**config.mk**
```make
export PLATFORM = sky130hd
export DESIGN_NAME = ext_irq_detect
export DESIGN_NICKNAME = d
export VERILOG_FILES = /design/src/rtl/eid_pkg.sv /design/src/rtl/eid_sync.sv /design/src/rtl/eid_regs.sv /design/src/rtl/eid_channel.sv /design/src/rtl/ext_irq_detect.sv
export SDC_FILE = /design/constraint.sdc
export NUM_CORES = 1
export LEC_CHECK = 0
export BUFFER_PORTS_ARGS = -buffer_cell sky130_fd_sc_hd__buf_2
export CAP_MARGIN = 20
export CORE_MARGIN = 1.5
export CORE_UTILIZATION = 46
export CTS_BUF_LIST = sky130_fd_sc_hd__clkbuf_4 sky130_fd_sc_hd__clkbuf_8
export DETAILED_ROUTE_END_ITERATION = 16
export PLACE_DENSITY = 0.72
export SYNTH_ARGS = -nofsm -noshare
export SYNTH_HDL_FRONTEND = slang
export SYNTH_SLANG_ARGS = --single-unit
```
**constraint.sdc**
```tcl
create_clock -name clk -period 0.94 [get_ports clk]
set_input_delay 0.141 -clock clk [delete_from_list [all_inputs] [get_ports clk]]
set_output_delay 0.141 -clock clk [all_outputs]
set_load 0.005 [all_outputs]
```
**src/rtl/eid_pkg.sv**
```systemverilog
package eid_pkg;

    typedef enum logic [1:0] {
        SEL_FLAG = 2'd0,
        SEL_MODE = 2'd1,
        SEL_POL  = 2'd2,
        SEL_RSV  = 2'd3
    } reg_sel_e;

    typedef struct packed {
        logic edge_mode;   // 1 = edge, 0 = level
        logic act_high;    // 1 = rising / high, 0 = falling / low
    } chan_cfg_t;

    function automatic logic edge_event(chan_cfg_t c, logic cur, logic prev);
        return c.act_high ? (cur & ~prev) : (~cur & prev);
    endfunction

    function automatic logic level_event(chan_cfg_t c, logic cur);
        return cur == c.act_high;
    endfunction

endpackage

```
**src/rtl/eid_sync.sv**
```systemverilog
module eid_sync #(
    parameter int   WIDTH  = 4,
    parameter int   STAGES = 2,
    parameter logic IDLE   = 1'b1
) (
    input  logic             clk,
    input  logic             rst,
    input  logic [WIDTH-1:0] din,
    output logic [WIDTH-1:0] dout
);
    localparam logic [WIDTH-1:0] IDLE_VEC = {WIDTH{IDLE}};

    logic [STAGES-1:0][WIDTH-1:0] stg_q;

    always_ff @(posedge clk) begin
        if (rst) begin
            stg_q <= {STAGES{IDLE_VEC}};
        end else begin
            stg_q <= {stg_q[STAGES-2:0], din};
        end
    end

    assign dout = stg_q[STAGES-1];

endmodule

```
**src/rtl/eid_regs.sv**
```systemverilog
module eid_regs
    import eid_pkg::*;
#(
    parameter int NUM_CH = 4
) (
    input  logic                        clk,
    input  logic                        rst,
    input  logic                        we,
    input  logic [1:0]                  addr,
    input  logic [NUM_CH-1:0]           wdata,
    input  logic [NUM_CH-1:0]           flags,
    output logic [NUM_CH-1:0]           rdata,
    output chan_cfg_t [NUM_CH-1:0]      cfg,
    output logic [NUM_CH-1:0]           clr
);
    logic [NUM_CH-1:0] mode_q;
    logic [NUM_CH-1:0] pol_q;
    reg_sel_e          sel;

    assign sel = reg_sel_e'(addr);

    always_ff @(posedge clk) begin
        if (rst) begin
            mode_q <= '0;
            pol_q  <= '0;
        end else if (we) begin
            if (sel == SEL_MODE) mode_q <= wdata;
            if (sel == SEL_POL)  pol_q  <= wdata;
        end
    end

    assign clr = (we && sel == SEL_FLAG) ? wdata : '0;

    always_comb begin
        case (sel)
            SEL_FLAG: rdata = flags;
            SEL_MODE: rdata = mode_q;
            SEL_POL:  rdata = pol_q;
            default:  rdata = '0;
        endcase
    end

    for (genvar ch = 0; ch < NUM_CH; ch++) begin : g_cfg
        assign cfg[ch].edge_mode = mode_q[ch];
        assign cfg[ch].act_high  = pol_q[ch];
    end

    AST_RSV_NO_WRITE: assert property (@(posedge clk) disable iff (rst)
        (we && addr == 2'd3) |=> ($stable(mode_q) && $stable(pol_q)));

endmodule

```
**src/rtl/eid_channel.sv**
```systemverilog
module eid_channel
    import eid_pkg::*;
#(
    parameter logic IDLE = 1'b1
) (
    input  logic      clk,
    input  logic      rst,
    input  chan_cfg_t cfg_i,
    input  logic      sync_i,
    input  logic      clr_i,
    output logic      flag_o
);
    logic prev_q;
    logic flag_q;
    logic hit;

    assign hit = cfg_i.edge_mode ? edge_event(cfg_i, sync_i, prev_q)
                                 : level_event(cfg_i, sync_i);

    always_ff @(posedge clk) begin
        if (rst) begin
            prev_q <= IDLE;
            flag_q <= 1'b0;
        end else begin
            prev_q <= sync_i;
            if (cfg_i.edge_mode) begin
                // a fresh edge outranks a clear
                flag_q <= hit | (flag_q & ~clr_i);
            end else begin
                // clear outranks the level; level re-sets next cycle
                flag_q <= ~clr_i & (hit | flag_q);
            end
        end
    end

    assign flag_o = flag_q;

    AST_EDGE_SETS: assert property (@(posedge clk) disable iff (rst)
        (cfg_i.edge_mode && (cfg_i.act_high ? (sync_i && !prev_q) : (!sync_i && prev_q)))
        |=> flag_q);

    AST_EDGE_CLEAR_COLLIDE: assert property (@(posedge clk) disable iff (rst)
        (cfg_i.edge_mode && clr_i && sync_i != prev_q && sync_i == cfg_i.act_high)
        |=> flag_q);

    AST_NO_EDGE_STEADY: assert property (@(posedge clk) disable iff (rst)
        (cfg_i.edge_mode && sync_i == prev_q && !flag_q) |=> !flag_q);

    AST_LEVEL_SETS: assert property (@(posedge clk) disable iff (rst)
        (!cfg_i.edge_mode && sync_i == cfg_i.act_high && !clr_i) |=> flag_q);

    AST_LEVEL_CLEAR_WINS: assert property (@(posedge clk) disable iff (rst)
        (!cfg_i.edge_mode && clr_i) |=> !flag_q);

    AST_FLAG_HOLDS: assert property (@(posedge clk) disable iff (rst)
        (flag_q && !clr_i) |=> flag_q);

endmodule

```
**src/rtl/ext_irq_detect.sv**
```systemverilog
module ext_irq_detect
    import eid_pkg::*;
#(
    parameter int   NUM_CH      = 4,
    parameter int   SYNC_STAGES = 2,
    parameter logic PIN_IDLE    = 1'b1
) (
    input  logic              clk,
    input  logic              rst,
    input  logic [NUM_CH-1:0] pin_i,
    input  logic              reg_we,
    input  logic [1:0]        reg_addr,
    input  logic [NUM_CH-1:0] reg_wdata,
    output logic [NUM_CH-1:0] reg_rdata,
    output logic [NUM_CH-1:0] irq_o
);
    logic [NUM_CH-1:0]      pin_sync;
    logic [NUM_CH-1:0]      flag;
    logic [NUM_CH-1:0]      clr;
    chan_cfg_t [NUM_CH-1:0] cfg;

    eid_sync #(
        .WIDTH  (NUM_CH),
        .STAGES (SYNC_STAGES),
        .IDLE   (PIN_IDLE)
    ) u_sync (
        .clk  (clk),
        .rst  (rst),
        .din  (pin_i),
        .dout (pin_sync)
    );

    eid_regs #(
        .NUM_CH (NUM_CH)
    ) u_regs (
        .clk   (clk),
        .rst   (rst),
        .we    (reg_we),
        .addr  (reg_addr),
        .wdata (reg_wdata),
        .flags (flag),
        .rdata (reg_rdata),
        .cfg   (cfg),
        .clr   (clr)
    );

    for (genvar ch = 0; ch < NUM_CH; ch++) begin : g_ch
        eid_channel #(
            .IDLE (PIN_IDLE)
        ) u_ch (
            .clk    (clk),
            .rst    (rst),
            .cfg_i  (cfg[ch]),
            .sync_i (pin_sync[ch]),
            .clr_i  (clr[ch]),
            .flag_o (flag[ch])
        );
    end

    assign irq_o = flag;

    AST_RESET_QUIET: assert property (@(posedge clk)
        rst |=> (irq_o == '0));

endmodule

```
==> results of run 1 <==
==> flip-flops by register name, summed over array words and instances, names as in the netlist <==
name              cells
u_sync.stg_q          4
u_regs.pol_q          4
g_ch.u_ch.flag_o      4
u_regs.mode_q         4
g_ch.u_ch.prev_q      4
u_sync.dout           4
==> area by class of cell <==
cell class / count / area [um^2]
timing repair buffer: 46 / 348
clock inverter: 1 / 30.0
sequential: 24 / 497
multi-input combinational: 76 / 623
tap: 28 / 35.0
fill: 167 / 636
clock buffer: 3 / 22.5
==> cells by family (layout without fill, tap and decap cells) <==
kind of cell / Yosys count / in the layout / synth area share [%]
flip-flops: 24 / 24 / 45.2
multiplexers: 8 / 8 / 7.54
XOR/XNOR: 4 / 4 / 3.30
buffers and inverters: 9 / 50 / 5.77
AO/OA/AOI/OAI: 16 / 16 / 10.4
AND/OR/NAND/NOR: 48 / 48 / 27.8
==> metrics by stage <==
step	instance area [um^2]	TNS [ns]	util [%]	cells	power, W
finish	1560	-1.47	71.0	178	0.00218
global placement	1220	-0.642	55.6	159	0.00133
floorplan	1060	0	-	109	0.00126
global route	1560	-1.97	71.0	178	0.00226
CTS	1500	-1.34	68.4	176	0.00215
detailed placement	1220	-0.812	55.6	159	0.00134
==> worst reg2reg max path, cell delays in order (launching register included) <==
cell and delay (ns):
dfxtp_2 0.35, buf_4 0.14, nand4bb_1 0.21, a41oi_2 0.22
o31a_1 0.14
==> synth_stat cells (all sizes together) <==
master,number,area [um^2]
o21ai,4,20.0
mux2i,8,80.1
o31a,4,35.0
nand3,4,20.0
dfxtp,24,480
nand4bb,4,45.0
a21oi,4,20.0
nor2,8,30.0
nor3b,1,18.8
xor2,4,35.0
nand4b,4,35.0
nand2,12,45.0
nand3b,2,18.8
and2b,1,7.51
buf,6,48.8
or2,12,75.1
clkbuf,3,12.5
a41oi,4,35.0
==> placed cells by master (no fill, tap or decap), drive strengths merged <==
cell / count
dlygate4sd3: 4
dfxtp: 24
o31a: 4
o21ai: 4
a41oi: 4
xor2: 4
or2: 12
buf: 42
nand3: 4
and2b: 1
nand3b: 2
mux2i: 8
nor3b: 1
nand4b: 4
nand4bb: 4
clkbuf: 3
nor2: 8
a21oi: 4
bufinv: 1
nand2: 12
==> report_power, final <==
group | internal (W) | total [W] | switching [W]
registers | 0.00107 | 0.00110 | 0.0000355
logic | 0.000186 | 0.000320 | 0.000134
clock network | 0.000431 | 0.000751 | 0.000320
total | 0.00169 | 0.00218 | 0.000489
==> routing by layer <==
metal | up-vias | global-route usage [%]
li1 | 466 | -
met1 | 460 | 26.0
met2 | 24 | 38.7
met3 | 4 | 4.09
met4 | 0 | 6.76
met5 | - | 0
==> repair_timing <==
item / CTS / global route
gates resized for setup: 32 / 7
endpoints found under the hold margin: 4 / 0
pin swaps: 12 / 3
setup endpoints to repair: 12 / 12
setup buffers: 9 / 2
hold buffers: 4 / 0
==> worst paths after layout <==
path	depth (start not counted)	slack (ns)	to
max	4	-0.22	reg_rdata[3]
min	3	0.1	u_regs.pol_q[1]
max reg2reg	4	-0.17	g_ch[0].u_ch.flag_o
min reg2reg	1	0.43	u_sync.dout[1]
==> reports/qor.txt, run 1 <==
status -> finished with violations
failing checks -> negative setup slack
area grow syn2layout -> 46.4%
die extent in x -> 51.1 um
Mapped Nets -> 122
max-cap violations -> 0
Critical Path Source -> u_regs.mode_q[3]
synthesized area per cell -> 9.75 um^2
Cell Chain, Critical Path -> buf_6 -> nand2_1 -> o21ai_1 -> buf_2
Setup crit end kind -> primary output
DR DRC count -> 0
grt total ovfl -> 0
synth warn -> 0
std cell rows -> 17
Wirelength per Cell -> 14.9 um
gate count after technology mapping -> 109
Fin Hold WS -> 0.0962 ns
Setup CP Type -> reg2out
slowest stage cell, crit path -> dfxtp_2
CTS Sinks -> 24
Largest stage delay, worst path -> 0.37 ns
PwrDens -> 1400 nW/um^2
CTS tree -> built
Leak -> 0.676 nW
Hold Path Class -> in2reg
Met3 Routed Length -> 82 um
cell family with most CP delay -> flip-flops
layout cells sized above 1 -> 56.7%
Max Used Layer -> met4
Initial DRC Count -> 12
number of setup violations in the final report -> 10
IO Port Bufs -> 20
Hold Fails Final Rpt -> 0
CP Buf/Inv Count -> 2
final wirelength -> 2660 um
final worst slack -> -0.224 ns
RePlAce Congestion -> 0.766
Total GRT Usage -> 21.7%
Final period util -> 124%
Worst Path Max Fanout -> 2
htree depth -> 1
met2 WL -> 1370 um
sequential area share after synthesis -> 45.2%
cts bufs inserted -> 3
Die Span Y -> 51.1 um
CP Launch Type -> flop
number of global-route vias before repair -> 882
Antenna Nets Post-Route -> 0
Worst Path Arrival -> 1.02 ns
CTS Buffer Depth -> 2
post-DR vias/cell -> 5.36
RSZ-0062 raised after global routing -> yes
pre-CTS setup slack -> -0.0767 ns
CORE AREA -> 2190 um^2
Netlist cell types -> 21
first-pass GRT wire length -> 4130 um
Synth Register Bits -> 24
worst clock skew -> 0.00491 ns
Met1 Wirelength -> 1180 um
Relative slew margins -> 72.1%
min Tclk post-route -> 1.16 ns
CTS Root Cell -> clkbuf_4
DR vias -> 954
drt pass-1 iters -> 4
largest net degree at the start of global routing -> 25
Starting Density -> 48.5%
Worst Path Required -> 0.80 ns
Peak Freq -> 0.859 GHz
HP Start -> reg_wdata[1]
Crit Reg-Reg Startpoint -> u_regs.pol_q[0]
synthesized cell area -> 1060 um^2
initial antenna violation count -> 0
worst skew pair latency -> 0.32 ns
nets -> 164
Ports -> 21
Final HPWL DP -> 1430 um
CTS clk-pin slew, worst paths -> 0.14 ns
Worst IR Drop VDD -> 1.39 mV
Die Footprint -> 2610 um^2
ant diodes -> 0
Final Max Tran Viols -> 0
Slew @ Worst Pin -> 0.419 ns
Power figures use the tool's default switching activity.
==> run 2: changes to the inputs <==
--- a/config.mk
+++ b/config.mk
@@ -5,6 +5,7 @@
 export SDC_FILE = /design/constraint.sdc
 export NUM_CORES = 1
 export LEC_CHECK = 0
+export ABC_AREA = 1
 export BUFFER_PORTS_ARGS = -buffer_cell sky130_fd_sc_hd__buf_2
 export CAP_MARGIN = 20
 export CORE_MARGIN = 1.5
==> constraint.sdc (replaced) <==
create_clock -name clk -period 1 [get_ports clk]
set_input_delay 0.15 -clock clk [delete_from_list [all_inputs] [get_ports clk]]
set_output_delay 0.15 -clock clk [all_outputs]
set_load 0.005 [all_outputs]
==> reports/qor.txt, run 2 <==
Synth Register Bits -> 24 (unchanged)
Worst IR Drop VDD -> 0.914 mV (-34%)
Post-Layout Cell Count -> 208 (+17%)
synthesized area per cell -> 7.30 um^2 (-25%)
post-synthesis compound-gate area fraction -> 6.67% (-3.7 points)
first-pass GRT wire length -> 3890 um (-5.7%)
RSZ-0062 raised after global routing -> yes
synthesized cell area -> 1120 um^2 (+5.9%)
Area contributors post-synth -> dfxtp_1 43%, nand2_1 15%, nand3_1 12%, inv_1 4.3%, or2_2 3.9%
nets -> 195 (+19%)
Ports -> 21 (unchanged)
grt total ovfl -> 0 (unchanged)
Area after DPL -> 1220 um^2 (+0.21%)
most common cell after layout, fill and taps aside -> nand2_1
Final HPWL DP -> 1540 um (+7.6%)
sequential area share after synthesis -> 42.7% (-2.5 points)
number of global-route vias before repair -> 914 (+3.6%)
largest family of logic cells by synthesized area -> simple AND/OR/NAND/NOR gates
status -> finished with violations
Post-Synth Simple-Gate Area -> 41.0% (+13 points)
Antenna Nets Post-Route -> 0 (unchanged)
CTS Sinks -> 24 (unchanged)
Hold EP -> u_sync.stg_q[3]
initial antenna violation count -> 0 (unchanged)
Setup crit end kind -> primary output
min Tclk post-route -> 1.08 ns
failing checks -> negative setup slack
worst clock skew -> 0.00796 ns (+0.00305 ns)
HP Start -> pin_i[3]
largest net degree at the start of global routing -> 15 (-40%)
CTS Buffer Depth -> 2 (unchanged)
Slew @ Worst Pin -> 0.313 ns (-0.106 ns)
CTS Root Cell -> clkbuf_4
most common cell in the synthesized netlist -> nand2_1
Leak -> 0.654 nW (-3.2%)
area grow syn2layout -> 22.6%
Mapped Nets -> 167 (+37%)
max-cap violations -> 0 (unchanged)
Worst Path Max Fanout -> 2 (unchanged)
Hold Path Class -> in2reg
post-DR vias/cell -> 5.12 (-4.6%)
drt pass-1 iters -> 4 (unchanged)
RePlAce Congestion -> 0.793 (+3.5%)
mux contribution to synthesized area -> 0% (-7.5 points)
IO Port Bufs -> 20 (unchanged)
Starting Density -> 49.9% (+1.4 points)
reg-to-reg endpoint -> g_ch[1].u_ch.flag_o
DR DRC count -> 0 (unchanged)
adder-cell share of the synthesized area -> 0% (unchanged)
Cell Chain, Critical Path -> nand2_1 -> nand3_2 -> buf_2
Hold Fails Final Rpt -> 0 (unchanged)
r2r setup slk -> 0.08 ns (+0.25 ns)
Synth top area share -> 42.7% (-2.5 points)
post-synth top area cell -> dfxtp_1
ant diodes -> 0 (unchanged)
DR vias -> 1064 (+12%)
Setup CP Type -> reg2out
Die Span Y -> 52.5 um (+2.7%)
slowest stage cell, crit path -> dfxtp_2
Netlist cell types -> 18 (-14%)
Fillers -> 216 (+29%)
Worst Path Arrival -> 0.93 ns (-0.09 ns)
Worst Path Required -> 0.85 ns (+0.05 ns)
list of most frequent post-synthesis cells -> 44 x nand2_1, 28 x nand3_1, 24 x dfxtp_1
Initial DRC Count -> 25 (+13)
Relative slew margins -> 79.1% (+7.0 points)
die extent in x -> 52.5 um (+2.7%)
Die Footprint -> 2750 um^2 (+5.5%)
Design Area, Final -> 1380 um^2 (-11%)
synth warn -> 0 (unchanged)
number of setup violations in the final report -> 4 (-6)
Finished Core Util -> 61.2% (-9.8 points)
Largest stage delay, worst path -> 0.35 ns (-0.02 ns)
gate count after technology mapping -> 154 (+41%)
std cell rows -> 17 (unchanged)
CTS clk-pin slew, worst paths -> 0.13 ns (about the same)
final worst slack -> -0.0759 ns (+0.148 ns)
layout cells sized above 1 -> 41.7% (-15 points)
fraction of registers with async set/reset -> 0% (unchanged)
cell count after placement -> 197 (+24%)
Most used DFF post-synth -> dfxtp_1
CP Launch Type -> flop
Post-Synth XOR/XNOR Area -> 0% (-3.3 points)
worst skew pair latency -> 0.31 ns (about the same)
htree depth -> 1 (unchanged)
PwrDens -> 1220 nW/um^2 (-13%)
Post-synth EDFFs -> 0 (unchanged)
final wirelength -> 2470 um (-7.0%)
Total GRT Usage -> 19.3% (-2.4 points)
WHS Path Cells -> 2 (-1)
CTS tree -> built
Final period util -> 108%
Final Max Tran Viols -> 0 (unchanged)
Wirelength per Cell -> 11.9 um (-20%)
Crit Reg-Reg Startpoint -> u_regs.pol_q[1]
Peak Freq -> 0.929 GHz
cts bufs inserted -> 3 (unchanged)
worst reg-to-reg path cell count -> 6 (+2)
CORE AREA -> 2250 um^2 (+2.9%)
commonest cells after routing, fill and taps aside -> 39 x nand2_1, 25 x nand3_1, 20 x buf_2, 12 x inv_1, 12 x dfxtp_1
[run 2: worst max-delay path by stage]
| stage | start | to | slack, ns | cells after the start |
|---|---|---|---|---|
| global route | u_regs.mode_q[1] | reg_rdata[1] | -0.13 | 3 |
| floorplan | u_regs.pol_q[0] | g_ch[0].u_ch.flag_o | 0.22 | 5 |
| CTS | g_ch[2].u_ch.flag_o | reg_rdata[2] | -0.07 | 3 |
| finish | u_regs.mode_q[2] | reg_rdata[2] | -0.08 | 3 |
| global placement | reg_addr[1] | reg_rdata[1] | 0.06 | 6 |
| detailed placement | reg_addr[1] | reg_rdata[3] | 0.05 | 6 |
[run 2: per-layer routing]
metal | track usage [%] | up-vias | routed length [um]
met5 | 0 | - | 0
met4 | 7.69 | 0 | 26
met1 | 25.0 | 498 | 1120
li1 | - | 542 | -
met3 | 2.57 | 2 | 83
met2 | 32.3 | 22 | 1240
[run 2: area by class of cell]
class	instances	area, um^2	share of cell area [%]
clock buffer	3	22.5	1.63
tap	28	35.0	2.54
timing repair buffer	29	175	12.7
multi-input combinational	109	577	41.8
inverter	15	61.3	4.45
sequential	24	508	36.8
[run 2: kinds of logic (layout without fill, tap and decap cells)]
kind of cell	count (synthesis)	after routing
AOI/OAI and AO/OA	12	12
DFF	24	24
and+or+nand+nor	97	97
buffers and inverters	21	47
[run 2: power breakdown]
group	switching, W	internal (W)
clock network	0.000276	0.000140
registers	0.0000276	0.000992
logic	0.000136	0.000105
total	0.000439	0.00124
[run 2: critical path: cells and delay by family, from the launching register on]
| kind | cells | cell delay [ns] |
|---|---|---|
| buffers and inverters | 1 | 0.13 |
| AND/OR/NAND/NOR | 2 | 0.14 |
| flip-flops | 1 | 0.35 |
[run 2: timing repair]
item / 4_1_cts / 5_1_grt
setup buffers: 7 / 1
hold buffers: 0 / 0
gates resized for setup: 16 / 16
setup endpoints to repair: 4 / 8
gates cloned: 0 / 0
pin swaps: 2 / 12
[run 2: per-stage QoR]
stage	setup TNS, ns	total power, W	worst slack, ns	hold WS [ns]
detailed placement	0	0.00126	0.0526	0.337
global route	-0.484	0.00177	-0.135	0.00117
floorplan	0	0.00119	0.224	0.254
global placement	0	0.00125	0.0595	0.333
CTS	-0.255	0.00167	-0.0727	0.0126
finish	-0.254	0.00168	-0.0759	0.0160
==> run 3: changes to the inputs <==
--- a/config.mk
+++ b/config.mk
@@ -8,11 +8,11 @@
 export ABC_AREA = 1
 export BUFFER_PORTS_ARGS = -buffer_cell sky130_fd_sc_hd__buf_2
 export CAP_MARGIN = 20
-export CORE_MARGIN = 1.5
-export CORE_UTILIZATION = 46
+export CORE_MARGIN = 2
+export CORE_UTILIZATION = 35
 export CTS_BUF_LIST = sky130_fd_sc_hd__clkbuf_4 sky130_fd_sc_hd__clkbuf_8
 export DETAILED_ROUTE_END_ITERATION = 16
-export PLACE_DENSITY = 0.72
+export PLACE_DENSITY = 0.58
 export SYNTH_ARGS = -nofsm -noshare
 export SYNTH_HDL_FRONTEND = slang
 export SYNTH_SLANG_ARGS = --single-unit
==> reports/qor.txt, run 3 (synthesis gave the netlist of run 2 again) <==
status -> finished with violations
failing checks -> negative setup slack
die extent in x -> 60.7 um (+16%)
Final period util -> 109% (+1.5 points)
Final Max Tran Viols -> 0 (unchanged)
Setup crit end kind -> primary output
clock power share -> 28.7% (+3.9 points)
grt total ovfl -> 0 (unchanged)
std cell rows -> 20 (+3)
Slew @ Worst Pin -> 0.302 ns (-0.0113 ns)
P_sw -> 0.000466 W (+6.1%)
worst reg-to-reg path cell count -> 6 (unchanged)
CTS clk-pin slew, worst paths -> 0.13 ns (about the same)
CTS Root Cell -> clkbuf_4
Finished Core Util -> 48.1% (-13 points)
Largest stage delay, worst path -> 0.37 ns (+0.02 ns)
Starting Density -> 36.8% (-13 points)
Relative slew margins -> 79.9% (+0.75 points)
post-DR vias/cell -> 4.69 (-8.3%)
IO Port Bufs -> 20 (unchanged)
Final HPWL DP -> 1650 um (+7.2%)
Worst IR Drop VDD -> 0.557 mV (-39%)
share of power burned in combinational logic -> 14.9% (+0.6 points)
Worst Path Required -> 0.85 ns (about the same)
Worst Path Max Fanout -> 2 (unchanged)
DR vias -> 1083 (+1.8%)
htree depth -> 1 (unchanged)
Ports -> 21 (unchanged)
Setup CP Type -> reg2out
reg-to-reg endpoint -> g_ch[1].u_ch.flag_o
cell family with most CP delay -> flip-flops
CTS Sinks -> 24 (unchanged)
CTS tree -> built
final wirelength -> 2470 um (+0.12%)
Crit Reg-Reg Startpoint -> u_regs.pol_q[1]
number of global-route vias before repair -> 1004 (+9.8%)
Worst Path Arrival -> 0.94 ns (about the same)
WHS Path Cells -> 2 (unchanged)
CP Launch Type -> flop
max-cap violations -> 0 (unchanged)
most common cell after layout, fill and taps aside -> nand2_1
CORE AREA -> 3050 um^2 (+35%)
RSZ-0062 raised after global routing -> yes
CTS Buffer Depth -> 2 (unchanged)
Peak Freq -> 0.917 GHz (-1.4%)
min Tclk post-route -> 1.09 ns (+0.0150 ns)
Fin Hold WS -> 0.0132 ns (-0.00278 ns)
ant diodes -> 0 (unchanged)
layout cells sized above 1 -> 40.6% (-1.0 points)
Wirelength per Cell -> 10.7 um (-9.8%)
r2r setup slk -> 0.08 ns (about the same)
Cell Chain, Critical Path -> nand2_2 -> nand3_2 -> buf_2
Hold Path Class -> in2reg
first-pass GRT wire length -> 4010 um (+3.0%)
Die Footprint -> 3680 um^2 (+34%)
number of setup violations in the final report -> 6 (+2)
Antenna Nets Post-Route -> 0 (unchanged)
initial antenna violation count -> 0 (unchanged)
nets -> 201 (+3.1%)
final worst slack -> -0.0908 ns (-0.0150 ns)
Total GRT Usage -> 14.7% (-4.6 points)
drt pass-1 iters -> 4 (unchanged)
Initial DRC Count -> 54 (+120%)
worst skew pair latency -> 0.32 ns (about the same)
CP Buf/Inv Count -> 1 (unchanged)
Hold Fails Final Rpt -> 0 (unchanged)
Pint -> 0.00135 W (+9.0%)
commonest cells after routing, fill and taps aside -> 40 x nand2_1, 27 x nand3_1, 18 x buf_2, 13 x inv_1, 11 x dfxtp_1
DR DRC count -> 0 (unchanged)
area grow syn2layout -> 30.6%
Hold EP -> u_sync.stg_q[3]
Leak -> 0.690 nW (+5.5%)
slowest stage cell, crit path -> dfxtp_4
sw frac -> 25.7% (-0.52 points)
HP Start -> pin_i[3]
Die Span Y -> 60.7 um (+16%)
cts bufs inserted -> 3 (unchanged)
RePlAce Congestion -> 0.778 (-2.0%)
largest net degree at the start of global routing -> 15 (unchanged)
Reg power frac -> 56.4% (-4.4 points)
PwrDens -> 1230 nW/um^2 (+1.6%)
worst clock skew -> 0.00721 ns (-0.000753 ns)
==> run 3: cell types whose count changed in the layout (fill, tap and decap cells not counted), sizes merged <==
| cell | change |
|---|---|
| dlygate4sd3 | +3 |
| buf | +3 |
| clkbuf | +1 |
==> run 3: worst register-to-register path: stages (launching register included) <==
cell and delay, ns:
dfxtp_4 0.37, buf_4 0.13, inv_1 0.04, nand3_1 0.05, nand2_1 0.06, a21oi_1 0.13, nor2_1 0.06
==> run 3: worst max path at each step <==
stage                     start                  end  slack, ns  depth (start not counted)
6_report        u_regs.pol_q[0]         reg_rdata[0]      -0.09                          3
5_1_grt        u_regs.mode_q[0]         reg_rdata[0]      -0.14                          3
4_1_cts         u_regs.pol_q[0]         reg_rdata[0]      -0.09                          3
3_5_place_dp        reg_addr[1]         reg_rdata[0]       0.03                          6
3_3_place_gp        reg_addr[1]         reg_rdata[0]       0.05                          6
2_1_floorplan   u_regs.pol_q[0]  g_ch[0].u_ch.flag_o       0.22                          5
==> run 3: per-stage QoR <==
step | std cells | setup TNS (ns) | setup WS [ns] | cell area, um^2 | power, W
2_1_floorplan | 154 | 0 | 0.224 | 1120 | 0.00119
3_3_place_gp | 214 | 0 | 0.0513 | 1250 | 0.00125
3_5_place_dp | 214 | 0 | 0.0304 | 1250 | 0.00126
4_1_cts | 230 | -0.357 | -0.0863 | 1410 | 0.00180
5_1_grt | 231 | -0.650 | -0.138 | 1470 | 0.00192
6_report | 231 | -0.339 | -0.0908 | 1470 | 0.00181
==> run 3: timing repair <==
item | CTS | global route
cloned | 0 | 0
hold buffers | 3 | 0
pin swaps | 4 | 5
gates resized for setup | 16 | 15
buffers inserted | 9 | 1
endpoints found under the hold margin | 3 | 0
endpoints found under the setup margin | 4 | 8
==> run 3: layout make-up <==
cell class / count / area [um^2]
clock buffer: 4 / 36.3
inverter: 15 / 61.3
timing repair buffer: 35 / 244
fill: 323 / 1580
multi-input combinational: 109 / 568
sequential: 24 / 504
tap: 44 / 55.1
==> run 3: routing by layer <==
metal	global-route usage [%]	vias up	routed length [um]
met2	25.7	19	1200
met4	8.07	0	31
met3	2.56	4	76
met1	16.9	508	1160
li1	-	552	-
met5	0	-	0
==> run 3: power groups by stage <==
stage          logic (W)  registers [W]  clock network [W]
2_1_floorplan   0.000144        0.00104                  0
3_3_place_gp    0.000202        0.00105                  0
3_5_place_dp    0.000208        0.00105                  0
4_1_cts         0.000252        0.00102           0.000532
5_1_grt         0.000301        0.00103           0.000585
6_report        0.000269        0.00102           0.000521
